$ cat config.mk
export PLATFORM = sky130hd
export DESIGN_NAME = rptr_ctrl
export DESIGN_NICKNAME = d
export VERILOG_FILES = /design/src/rtl/rptr_pkg.sv /design/src/rtl/rptr_trig.sv /design/src/rtl/rptr_addr_map.sv /design/src/rtl/rptr_src_sel.sv /design/src/rtl/rptr_ctrl.sv
export SDC_FILE = /design/constraint.sdc
export NUM_CORES = 1
export LEC_CHECK = 0
export BUFFER_PORTS_ARGS = -buffer_cell sky130_fd_sc_hd__buf_2
export CORE_MARGIN = 2
export CORE_UTILIZATION = 50
export CTS_BUF_LIST = sky130_fd_sc_hd__clkbuf_16
export DETAILED_ROUTE_END_ITERATION = 12
export GPL_TIMING_DRIVEN = 1
export PLACE_DENSITY = 0.76
export REMOVE_ABC_BUFFERS = 1
export SETUP_SLACK_MARGIN = 0.1
export SKIP_LAST_GASP = 1
export SYNTH_ARGS = -nofsm -noshare
export SYNTH_HDL_FRONTEND = slang
export SYNTH_SLANG_ARGS = --single-unit
$ cat constraint.sdc
create_clock -name clk -period 3.3 [get_ports clk]
set_input_delay 0.99 -clock clk [delete_from_list [all_inputs] [get_ports clk]]
set_output_delay 0.99 -clock clk [all_outputs]
set_load 0.005 [all_outputs]
$ cat src/rtl/rptr_pkg.sv
package rptr_pkg;

    localparam int EXT_W  = 24;
    localparam int COL_W  = 12;
    localparam int ROW_W  = EXT_W - COL_W;
    localparam int N_CTRL = 2;

    // index of each control pin in the trigger array
    localparam int IDX_CLR = 0;
    localparam int IDX_SET = 1;

    typedef enum logic [1:0] {
        SRC_MARK   = 2'd0,
        SRC_PRESET = 2'd1,
        SRC_EXT    = 2'd2
    } src_e;

endpackage

$ cat src/rtl/rptr_trig.sv
module rptr_trig (
    input  logic clk_i,
    input  logic rst_ni,
    input  logic pin_ni,
    input  logic edge_mode_i,
    output logic act_o
);
    typedef struct packed {
        logic prev;
    } trig_st_t;

    trig_st_t st_d, st_q;

    always_comb begin
        st_d.prev = pin_ni;
        if (edge_mode_i) begin
            act_o = !pin_ni && st_q.prev;
        end else begin
            act_o = !pin_ni;
        end
    end

    always_ff @(posedge clk_i or negedge rst_ni) begin
        if (!rst_ni) begin
            st_q.prev <= 1'b1;
        end else begin
            st_q <= st_d;
        end
    end


    edge_single_chk: assert property (@(posedge clk_i) disable iff (!rst_ni)
        (edge_mode_i && act_o) |=> (!act_o || !edge_mode_i));

endmodule

$ cat src/rtl/rptr_addr_map.sv
module rptr_addr_map
    import rptr_pkg::*;
(
    input  logic             clk_i,
    input  logic             rst_ni,
    input  logic [COL_W-1:0] row_len_i,
    input  logic [EXT_W-1:0] ext_i,
    output logic [EXT_W:0]   mapped_o
);
    localparam int LEN_W = COL_W + 1;

    logic [LEN_W-1:0] eff_len;
    logic [ROW_W-1:0] row;
    logic [COL_W-1:0] col;
    logic [EXT_W:0]   prod;

    always_comb begin
        row = ext_i[EXT_W-1:COL_W];
        col = ext_i[COL_W-1:0];
        if (row_len_i == '0) begin
            eff_len = LEN_W'(1) << COL_W;
        end else begin
            eff_len = {1'b0, row_len_i};
        end
        prod     = (EXT_W+1)'(row) * (EXT_W+1)'(eff_len);
        mapped_o = prod + (EXT_W+1)'(col);
    end


    zero_len_chk: assert property (@(posedge clk_i) disable iff (!rst_ni)
        (row_len_i == '0) |-> (mapped_o == {1'b0, ext_i}));

endmodule

$ cat src/rtl/rptr_src_sel.sv
module rptr_src_sel
    import rptr_pkg::*;
#(
    parameter int DEPTH = 3110400,
    parameter int AW    = $clog2(DEPTH)
) (
    input  logic             mark_sel_i,
    input  logic             addr_sel_i,
    input  logic [EXT_W-1:0] mark_i,
    input  logic [EXT_W-1:0] preset_i,
    input  logic [EXT_W:0]   mapped_i,
    output logic [AW-1:0]    target_o
);
    localparam logic [EXT_W:0] LIMIT = (EXT_W+1)'(DEPTH);

    src_e           src;
    logic [EXT_W:0] raw;

    always_comb begin
        if (!mark_sel_i) begin
            src = SRC_MARK;
        end else if (!addr_sel_i) begin
            src = SRC_PRESET;
        end else begin
            src = SRC_EXT;
        end
        unique case (src)
            SRC_MARK:   raw = {1'b0, mark_i};
            SRC_PRESET: raw = {1'b0, preset_i};
            default:    raw = mapped_i;
        endcase
        if (raw >= LIMIT) begin
            target_o = '0;
        end else begin
            target_o = raw[AW-1:0];
        end
    end

endmodule

$ cat src/rtl/rptr_ctrl.sv
module rptr_ctrl
    import rptr_pkg::*;
#(
    parameter int DEPTH = 3110400,
    parameter int AW    = $clog2(DEPTH)
) (
    input  logic             clk,
    input  logic             rst_n,
    input  logic             ren_n,
    input  logic             clr_n,
    input  logic             set_n,
    input  logic             mark_sel,
    input  logic             addr_sel,
    input  logic             clr_edge,
    input  logic             set_edge,
    input  logic [11:0]      row_len,
    input  logic [23:0]      mark_addr,
    input  logic [23:0]      preset_addr,
    input  logic [23:0]      ext_addr,
    output logic [AW-1:0]    rd_addr,
    output logic             rd_valid
);
    localparam logic [AW-1:0] LAST = AW'(DEPTH - 1);

    typedef struct packed {
        logic [AW-1:0] ptr;
        logic          valid;
    } ctrl_st_t;

    ctrl_st_t st_d, st_q;

    logic [N_CTRL-1:0] pin_n;
    logic [N_CTRL-1:0] mode;
    logic [N_CTRL-1:0] act;
    logic              clr_act;
    logic              set_act;
    logic [EXT_W:0]    mapped;
    logic [AW-1:0]     target;
    logic [AW-1:0]     incr;

    assign pin_n[IDX_CLR] = clr_n;
    assign pin_n[IDX_SET] = set_n;
    assign mode[IDX_CLR]  = clr_edge;
    assign mode[IDX_SET]  = set_edge;

    for (genvar gi = 0; gi < N_CTRL; gi++) begin : g_trig
        rptr_trig u_trig (
            .clk_i       (clk),
            .rst_ni      (rst_n),
            .pin_ni      (pin_n[gi]),
            .edge_mode_i (mode[gi]),
            .act_o       (act[gi])
        );
    end

    assign clr_act = act[IDX_CLR];
    assign set_act = act[IDX_SET];

    rptr_addr_map u_map (
        .clk_i     (clk),
        .rst_ni    (rst_n),
        .row_len_i (row_len),
        .ext_i     (ext_addr),
        .mapped_o  (mapped)
    );

    rptr_src_sel #(.DEPTH(DEPTH), .AW(AW)) u_src (
        .mark_sel_i (mark_sel),
        .addr_sel_i (addr_sel),
        .mark_i     (mark_addr),
        .preset_i   (preset_addr),
        .mapped_i   (mapped),
        .target_o   (target)
    );

    always_comb begin
        if (st_q.ptr == LAST) begin
            incr = '0;
        end else begin
            incr = st_q.ptr + AW'(1);
        end
        st_d = st_q;
        if (ren_n) begin
            st_d.valid = 1'b0;
        end else begin
            st_d.valid = 1'b1;
            if (clr_act) begin
                st_d.ptr = '0;
            end else if (set_act) begin
                st_d.ptr = target;
            end else begin
                st_d.ptr = incr;
            end
        end
    end

    always_ff @(posedge clk or negedge rst_n) begin
        if (!rst_n) begin
            st_q.ptr   <= '0;
            st_q.valid <= 1'b0;
        end else begin
            st_q <= st_d;
        end
    end

    assign rd_addr  = st_q.ptr;
    assign rd_valid = st_q.valid;


    hold_chk: assert property (@(posedge clk) disable iff (!rst_n)
        ren_n |=> ($stable(rd_addr) && !rd_valid));


    step_chk: assert property (@(posedge clk) disable iff (!rst_n)
        (!ren_n && !clr_act && !set_act) |=>
        (rd_valid && rd_addr == (($past(rd_addr) == LAST) ? '0 : $past(rd_addr) + AW'(1))));


    clr_zero_chk: assert property (@(posedge clk) disable iff (!rst_n)
        (!ren_n && clr_act) |=> (rd_addr == '0));


    range_chk: assert property (@(posedge clk) disable iff (!rst_n)
        rd_addr <= LAST);

endmodule

# Yosys cells after proc, flatten, opt, wreduce, memory -nomap -nowiden
# Index checks and enable logic that the tools add are counted.
# Widths: inputs -> output; s select.
# totals
ff_bits	25
in_bits	93
output_inout_bits	23
elab_cells	27
# op_classes
n_addsub	2
multipliers	1
magnitude_cmp	1
n_eq_ne	2
n_mux	11
reduce_logical	6
# ops
op	count
$mux 22	4
$pmux 25 s2	1
$add 25x12->25	1
$ge 25x22->1 const B	1
$mul 12x13->25	1
$add 22x1->22 const B	1
$eq 22x22->1 const B	1
$mux 13	1
$logic_not 12->1	1
$mux 2	2
$mux 1	3
$eq 2x1->1 const B	1
$logic_and 1x1->1	2
$logic_not 1->1	2
$logic_not 2->1	1

# Logic depth before layout (Yosys ltp)
# depth
word_depth	9
depth_mapped	25
depth_no_buf	22

# Modules after synthesis
# A second synthesis with hierarchy kept.
# hier_totals
hier_cells	919
area_unflattened_um2	7847.5
# modules_own_cells
mod	instances	cells_per_inst	area_each_um2	seq_area_each_um2
rptr_addr_map	1	654	5581.6	0.0
rptr_ctrl	1	158	1415.1	575.6
rptr_src_sel	1	101	773.2	0.0
rptr_trig	2	3	38.8	26.3

# Worst setup path before layout
# OpenSTA, ideal clock, no wires.
# synth_timing
path_type	input to register
startpoint	input row_len[6]
endpoint	register st_q (netlist bit rd_addr[2])
setup_time_ps	92
t_arrival_ps	6711
t_required_ps	3208
setup_slack_ps	-3502
path_stages	23
path_buffers	2
cell_sequence	nor4_1 -> and3_1 -> clkbuf_1 -> nand2_1 -> fa_1 -> fa_1 -> inv_1 -> fa_1 -> fa_1 -> inv_1 -> fa_1 -> inv_1 -> ha_1 -> a21oi_1 -> nand2_1 -> o2111ai_1 -> o211ai_2 -> mux2i_1 -> a221o_1 -> a221oi_4 -> nand2_4 -> buf_6 -> o31ai_2
# synth_via
elab_chain_len	9
# synth_lines
item	line	source
start, declared	rptr_ctrl.sv:16	input logic [11:0] row_len,
$logic_not 12->1	rptr_addr_map.sv:20	if (row_len_i == '0) begin
$mux 13 *	rptr_addr_map.sv:20	
$mul 12x13->25 *	rptr_addr_map.sv:25	prod = (EXT_W+1)'(row) * (EXT_W+1)'(eff_len);
$add 25x12->25 *	rptr_addr_map.sv:26	mapped_o = prod + (EXT_W+1)'(col);
$pmux 25 s2 *	rptr_src_sel.sv:27	unique case (src)
$ge 25x22->1	rptr_src_sel.sv:32	if (raw >= LIMIT) begin
$mux 22 *	rptr_src_sel.sv:32	
$mux 22 *	rptr_ctrl.sv:89	end else if (set_act) begin
$mux 22 *	rptr_ctrl.sv:87	if (clr_act) begin
end signal, assigned	rptr_ctrl.sv:102	st_q <= st_d;
end, declared	rptr_ctrl.sv:30	ctrl_st_t st_d, st_q;
# Mark *: on every way between the ends. The rest lies on a longest branch, timed or not.
# A chain may end at the register's enable or synchronous reset.

# Worst setup path after layout
# layout_timing
startpoint	input row_len[4]
endpoint	register st_q (netlist bit rd_addr[10])
# The elaborated chain is that of the path after synthesis.

==> impl_metrics.xml <==
<?xml version="1.0" encoding="UTF-8"?>
<metrics>
  <group name="timing">
    <metric name="tightestPinTransition" unit="ps">747</metric>
    <metric name="setup_slack" unit="ps">-3220</metric>
    <metric name="maxSlewHeadroom" unit="%">50.2</metric>
    <metric name="final_worst_clock_skew" unit="ps">4.61</metric>
    <metric name="timing.hold.ws" unit="ps">598</metric>
    <metric name="finalSetupViolCount" unit="">22</metric>
    <metric name="unrepaired_setup_endpoints_after_global_routing" unit="">yes</metric>
    <metric name="final_max_slew_viol_count" unit="">0</metric>
    <metric name="tns" unit="ps">-68940</metric>
    <metric name="min_period" unit="ps">6520</metric>
    <metric name="final_min_period_over_clock_period" unit="%">197</metric>
    <metric name="report.final.hold_viol_count" unit="">0</metric>
    <metric name="max_freq" unit="MHz">153</metric>
  </group>
  <group name="synth">
    <metric name="async_reset_ff_share" unit="%">100</metric>
    <metric name="post_synth_xor_xnor_area" unit="%">1.47</metric>
    <metric name="synth-main-ff-cell" unit="">sky130_fd_sc_hd__dfrtp_1</metric>
    <metric name="yosys-mux-area-fraction" unit="%">1.03</metric>
    <metric name="synth_seq_area_share" unit="%">8.10</metric>
    <metric name="post_synth_edffs" unit="">0</metric>
    <metric name="synthesized_netlist_cell_count" unit="">952</metric>
    <metric name="synth_top_cell_area_share" unit="%">31.3</metric>
    <metric name="syn_area_per_cell" unit="µm²">8.14</metric>
    <metric name="ys.warnings.count" unit="">0</metric>
    <metric name="yosys.area_share.simple" unit="%">20.5</metric>
    <metric name="synth_cell_types" unit="">67</metric>
    <metric name="synth_top_family_by_area" unit="">adder cells</metric>
    <metric name="synth_compound_gate_area_share" unit="%">15.0</metric>
    <metric name="synth.cell_area" unit="µm²">7750</metric>
    <metric name="synth-seq-cells" unit="">25</metric>
    <metric name="synth_area_leaders" unit="">sky130_fd_sc_hd__fa_1, sky130_fd_sc_hd__ha_1, sky130_fd_sc_hd__inv_1</metric>
    <metric name="synth_largest_area_cell" unit="">sky130_fd_sc_hd__fa_1</metric>
    <metric name="synth_fa_ha_area_share" unit="%">42.9</metric>
  </group>
  <group name="placed_design">
    <metric name="place.detailed.hpwl" unit="µm">17300</metric>
    <metric name="gpl.final_weighted_congestion" unit="">0.933</metric>
    <metric name="preCtsSetupSlack" unit="ps">-3810</metric>
    <metric name="port_buffer_cells" unit="">115</metric>
    <metric name="placement.cell_area" unit="µm²">9320</metric>
  </group>
  <group name="final_layout">
    <metric name="drive_above_1_share" unit="%">30.2</metric>
    <metric name="area_growth" unit="%">31.9</metric>
    <metric name="final_nets" unit="">1454</metric>
    <metric name="n_antenna_cell" unit="">0</metric>
    <metric name="post-route-cell-area" unit="µm²">10200</metric>
    <metric name="layout.core_utilization" unit="%">67.3</metric>
  </group>
  <group name="setup_path">
    <metric name="worstSetupStartpointType" unit="">primary input</metric>
    <metric name="worstPathArrival" unit="ps">6690</metric>
    <metric name="worst_ep_required_time" unit="ps">3470</metric>
    <metric name="critical_path.max_fanout" unit="">7</metric>
    <metric name="critPathCaptureType" unit="">register</metric>
    <metric name="worstSetupPathType" unit="">primary input to register</metric>
  </group>
  <group name="clock_network">
    <metric name="tritoncts.num_buffers" unit="">3</metric>
    <metric name="clk_pin_slew_worst_paths" unit="ps">70</metric>
    <metric name="ctsLongestPathBuffers" unit="">2</metric>
    <metric name="clk-insertion-delay-late" unit="ps">260</metric>
    <metric name="cts_max_level" unit="">1</metric>
    <metric name="clock_sink_count" unit="">25</metric>
    <metric name="tritoncts" unit="">built</metric>
    <metric name="cts.root.buffer_cell" unit="">sky130_fd_sc_hd__clkbuf_16</metric>
  </group>
  <group name="floorplan">
    <metric name="core.rowCount" unit="">45</metric>
    <metric name="boundary_pins" unit="">116</metric>
    <metric name="die_x" unit="µm">129</metric>
    <metric name="placeableCoreArea" unit="µm²">15200</metric>
    <metric name="start_util" unit="%">51.0</metric>
    <metric name="die_y" unit="µm">129</metric>
    <metric name="die_area" unit="µm²">16500</metric>
  </group>
  <group name="global_routing">
    <metric name="globalRouteOverflowTotal" unit="">0</metric>
    <metric name="grt_start_max_net_pins" unit="">26</metric>
    <metric name="grt_pass1_vias" unit="">7642</metric>
    <metric name="grt_util_all_layers" unit="%">26.6</metric>
    <metric name="grt_pass1_wl" unit="µm">35900</metric>
    <metric name="grt_antenna_before_repair" unit="">0</metric>
  </group>
  <group name="routing">
    <metric name="ant_nets" unit="">0</metric>
    <metric name="drt_drc" unit="">0</metric>
    <metric name="total_wirelength" unit="µm">22100</metric>
    <metric name="detailroute.via_count" unit="">7652</metric>
    <metric name="routedWlPerCell" unit="µm">16.3</metric>
    <metric name="vias_per_cell" unit="">5.65</metric>
    <metric name="drt_first_iter_violations" unit="">521</metric>
    <metric name="firstDrtPassIters" unit="">6</metric>
  </group>
  <group name="worst_hold_path">
    <metric name="min_path_type" unit="">register to register</metric>
  </group>
  <group name="run_status">
    <metric name="failed_checks" unit="">setup timing</metric>
    <metric name="outcome" unit="">complete, but fails checks</metric>
  </group>
  <group name="power">
    <metric name="powerDensity" unit="nW/µm²">931</metric>
    <metric name="ir_worst_vdd" unit="mV">1.11</metric>
    <metric name="total_leakage_power" unit="µW">0.00519</metric>
  </group>
  <group name="job">
    <metric name="cap_violations" unit="">0</metric>
  </group>
</metrics>
-- cells in the final DEF, fill, tap and decap left out, types with 6 or more instances in the layout --
cell,instances
sky130_fd_sc_hd__nand3_1,15
sky130_fd_sc_hd__a31oi_1,7
sky130_fd_sc_hd__nor3_1,12
sky130_fd_sc_hd__o21ai_1,10
sky130_fd_sc_hd__o31ai_4,15
sky130_fd_sc_hd__buf_2,113
sky130_fd_sc_hd__a21oi_2,7
sky130_fd_sc_hd__buf_6,11
sky130_fd_sc_hd__a22oi_1,7
sky130_fd_sc_hd__inv_1,170
sky130_fd_sc_hd__inv_2,8
sky130_fd_sc_hd__ha_1,61
sky130_fd_sc_hd__nor2_1,37
sky130_fd_sc_hd__o21ai_0,27
sky130_fd_sc_hd__xnor2_1,8
sky130_fd_sc_hd__nand2_1,101
sky130_fd_sc_hd__nand2b_1,6
sky130_fd_sc_hd__a21oi_1,40
sky130_fd_sc_hd__o21ai_2,7
sky130_fd_sc_hd__and3_1,7
sky130_fd_sc_hd__fa_1,121
sky130_fd_sc_hd__ha_4,11
sky130_fd_sc_hd__nor2b_1,7
sky130_fd_sc_hd__buf_4,127
sky130_fd_sc_hd__and2_1,84
sky130_fd_sc_hd__mux2i_1,7
sky130_fd_sc_hd__nand4_1,7
sky130_fd_sc_hd__dfrtp_1,23
-- worst max-delay path, cell delays in order --
cell                      delay [ps]
sky130_fd_sc_hd__buf_8           100
sky130_fd_sc_hd__nor4_4          280
sky130_fd_sc_hd__and3_4          260
sky130_fd_sc_hd__buf_6           110
sky130_fd_sc_hd__and2_4          130
sky130_fd_sc_hd__fa_1            420
sky130_fd_sc_hd__ha_1            310
sky130_fd_sc_hd__inv_2            40
sky130_fd_sc_hd__fa_1            530
sky130_fd_sc_hd__inv_2            60
sky130_fd_sc_hd__fa_1            510
sky130_fd_sc_hd__inv_2            40
sky130_fd_sc_hd__fa_1            490
sky130_fd_sc_hd__inv_2            50
sky130_fd_sc_hd__ha_4            290
sky130_fd_sc_hd__nand4_1         160
sky130_fd_sc_hd__a21oi_4         170
sky130_fd_sc_hd__o31ai_4         100
sky130_fd_sc_hd__buf_4           150
sky130_fd_sc_hd__buf_4           130
sky130_fd_sc_hd__a21bo_2         190
sky130_fd_sc_hd__a31oi_1         190
sky130_fd_sc_hd__a21oi_1         130
sky130_fd_sc_hd__a31oi_1         230
sky130_fd_sc_hd__nor4_2           70
sky130_fd_sc_hd__buf_4           180
sky130_fd_sc_hd__buf_12          150
sky130_fd_sc_hd__o31ai_2         220
-- cell usage after synthesis, types with 6 or more instances --
master and n:
sky130_fd_sc_hd__o21ai_1 6, sky130_fd_sc_hd__xnor2_1 9, sky130_fd_sc_hd__a22oi_1 7, sky130_fd_sc_hd__nand4_1 7, sky130_fd_sc_hd__o21ai_0 38, sky130_fd_sc_hd__a31oi_1 7, sky130_fd_sc_hd__nor2_1 40, sky130_fd_sc_hd__and3_1 8
sky130_fd_sc_hd__nor3_1 12, sky130_fd_sc_hd__clkbuf_1 39, sky130_fd_sc_hd__nand2_1 104, sky130_fd_sc_hd__fa_1 121, sky130_fd_sc_hd__mux2i_1 8, sky130_fd_sc_hd__inv_1 178, sky130_fd_sc_hd__dfrtp_1 23, sky130_fd_sc_hd__nand2b_1 6
sky130_fd_sc_hd__ha_1 72, sky130_fd_sc_hd__nand3_1 21, sky130_fd_sc_hd__nor2b_1 7, sky130_fd_sc_hd__o31ai_1 17, sky130_fd_sc_hd__a21oi_1 49, sky130_fd_sc_hd__and2_1 87
-- state kept, by name, indices dropped and copies added (netlist names) --
signal,count
rd_addr,22
rd_valid,1
g_trig.u_trig.st_q,2
-- cell type report --
type / instances / area (µm²)
Fill cell: 1144 / 4980
Clock inverter: 1 / 5.00
Clock buffer: 3 / 75.1
Sequential cell: 25 / 628
Inverter: 178 / 668
Tap cell: 188 / 235
Timing Repair Buffer: 255 / 1710
Multi-Input combinational cell: 705 / 6900
-- kinds of logic after synthesis --
| group | after synthesis |
|---|---|
| adders and majority gates | 193 |
| buffers and inverters | 223 |
| xor gates and xnor gates | 13 |
| DFF | 25 |
| AOI/OAI and AO/OA | 176 |
| muxes | 8 |
| and+or+nand+nor | 314 |
-- report_power, final --
| group | switching [µW] | internal, µW |
|---|---|---|
| Clock | 116 | 164 |
| Sequential | 47.9 | 338 |
| Combinational | 4580 | 4270 |
| Total | 4750 | 4770 |
-- per-layer routing --
| layer | share of wire (%) | track usage (%) | wire length (µm) |
|---|---|---|---|
| met2 | 51 | 48.0 | 11200 |
| met4 | 2.8 | 6.07 | 628 |
| met5 | 0 | 0 | 0 |
| met3 | 6.7 | 2.58 | 1480 |
| met1 | 40 | 34.6 | 8800 |
-- worst paths after layout --
path | startpoint | to | slack, ps | cells past startpoint
min reg2reg | rd_addr[20] | rd_addr[20] | 600 | 1
max reg2reg | rd_addr[0] | rd_addr[12] | 140 | 9
min | rd_addr[20] | rd_addr[20] | 600 | 1
max in group asynchronous | rst_n | rd_addr[12] | 2170 | 1
min in group asynchronous | rst_n | rd_addr[21] | 730 | 1
max | row_len[4] | rd_addr[10] | -3220 | 28
-- through the flow --
stage,power (µW),cells
final,9520,1355
after global routing,10300,1355
after CTS,8470,1354
after detailed placement,7270,1334
after global placement,7120,1334
after floorplan,4370,907
-- repair_timing --
item                       in CTS  in global routing
pin swaps                      51                 42
cloned                          2                  0
gates resized for setup        79                 60
setup endpoints to repair      22                 22
buffers inserted               16                  5
hold buffers                    0                  0
Power figures use the tool's default switching activity.
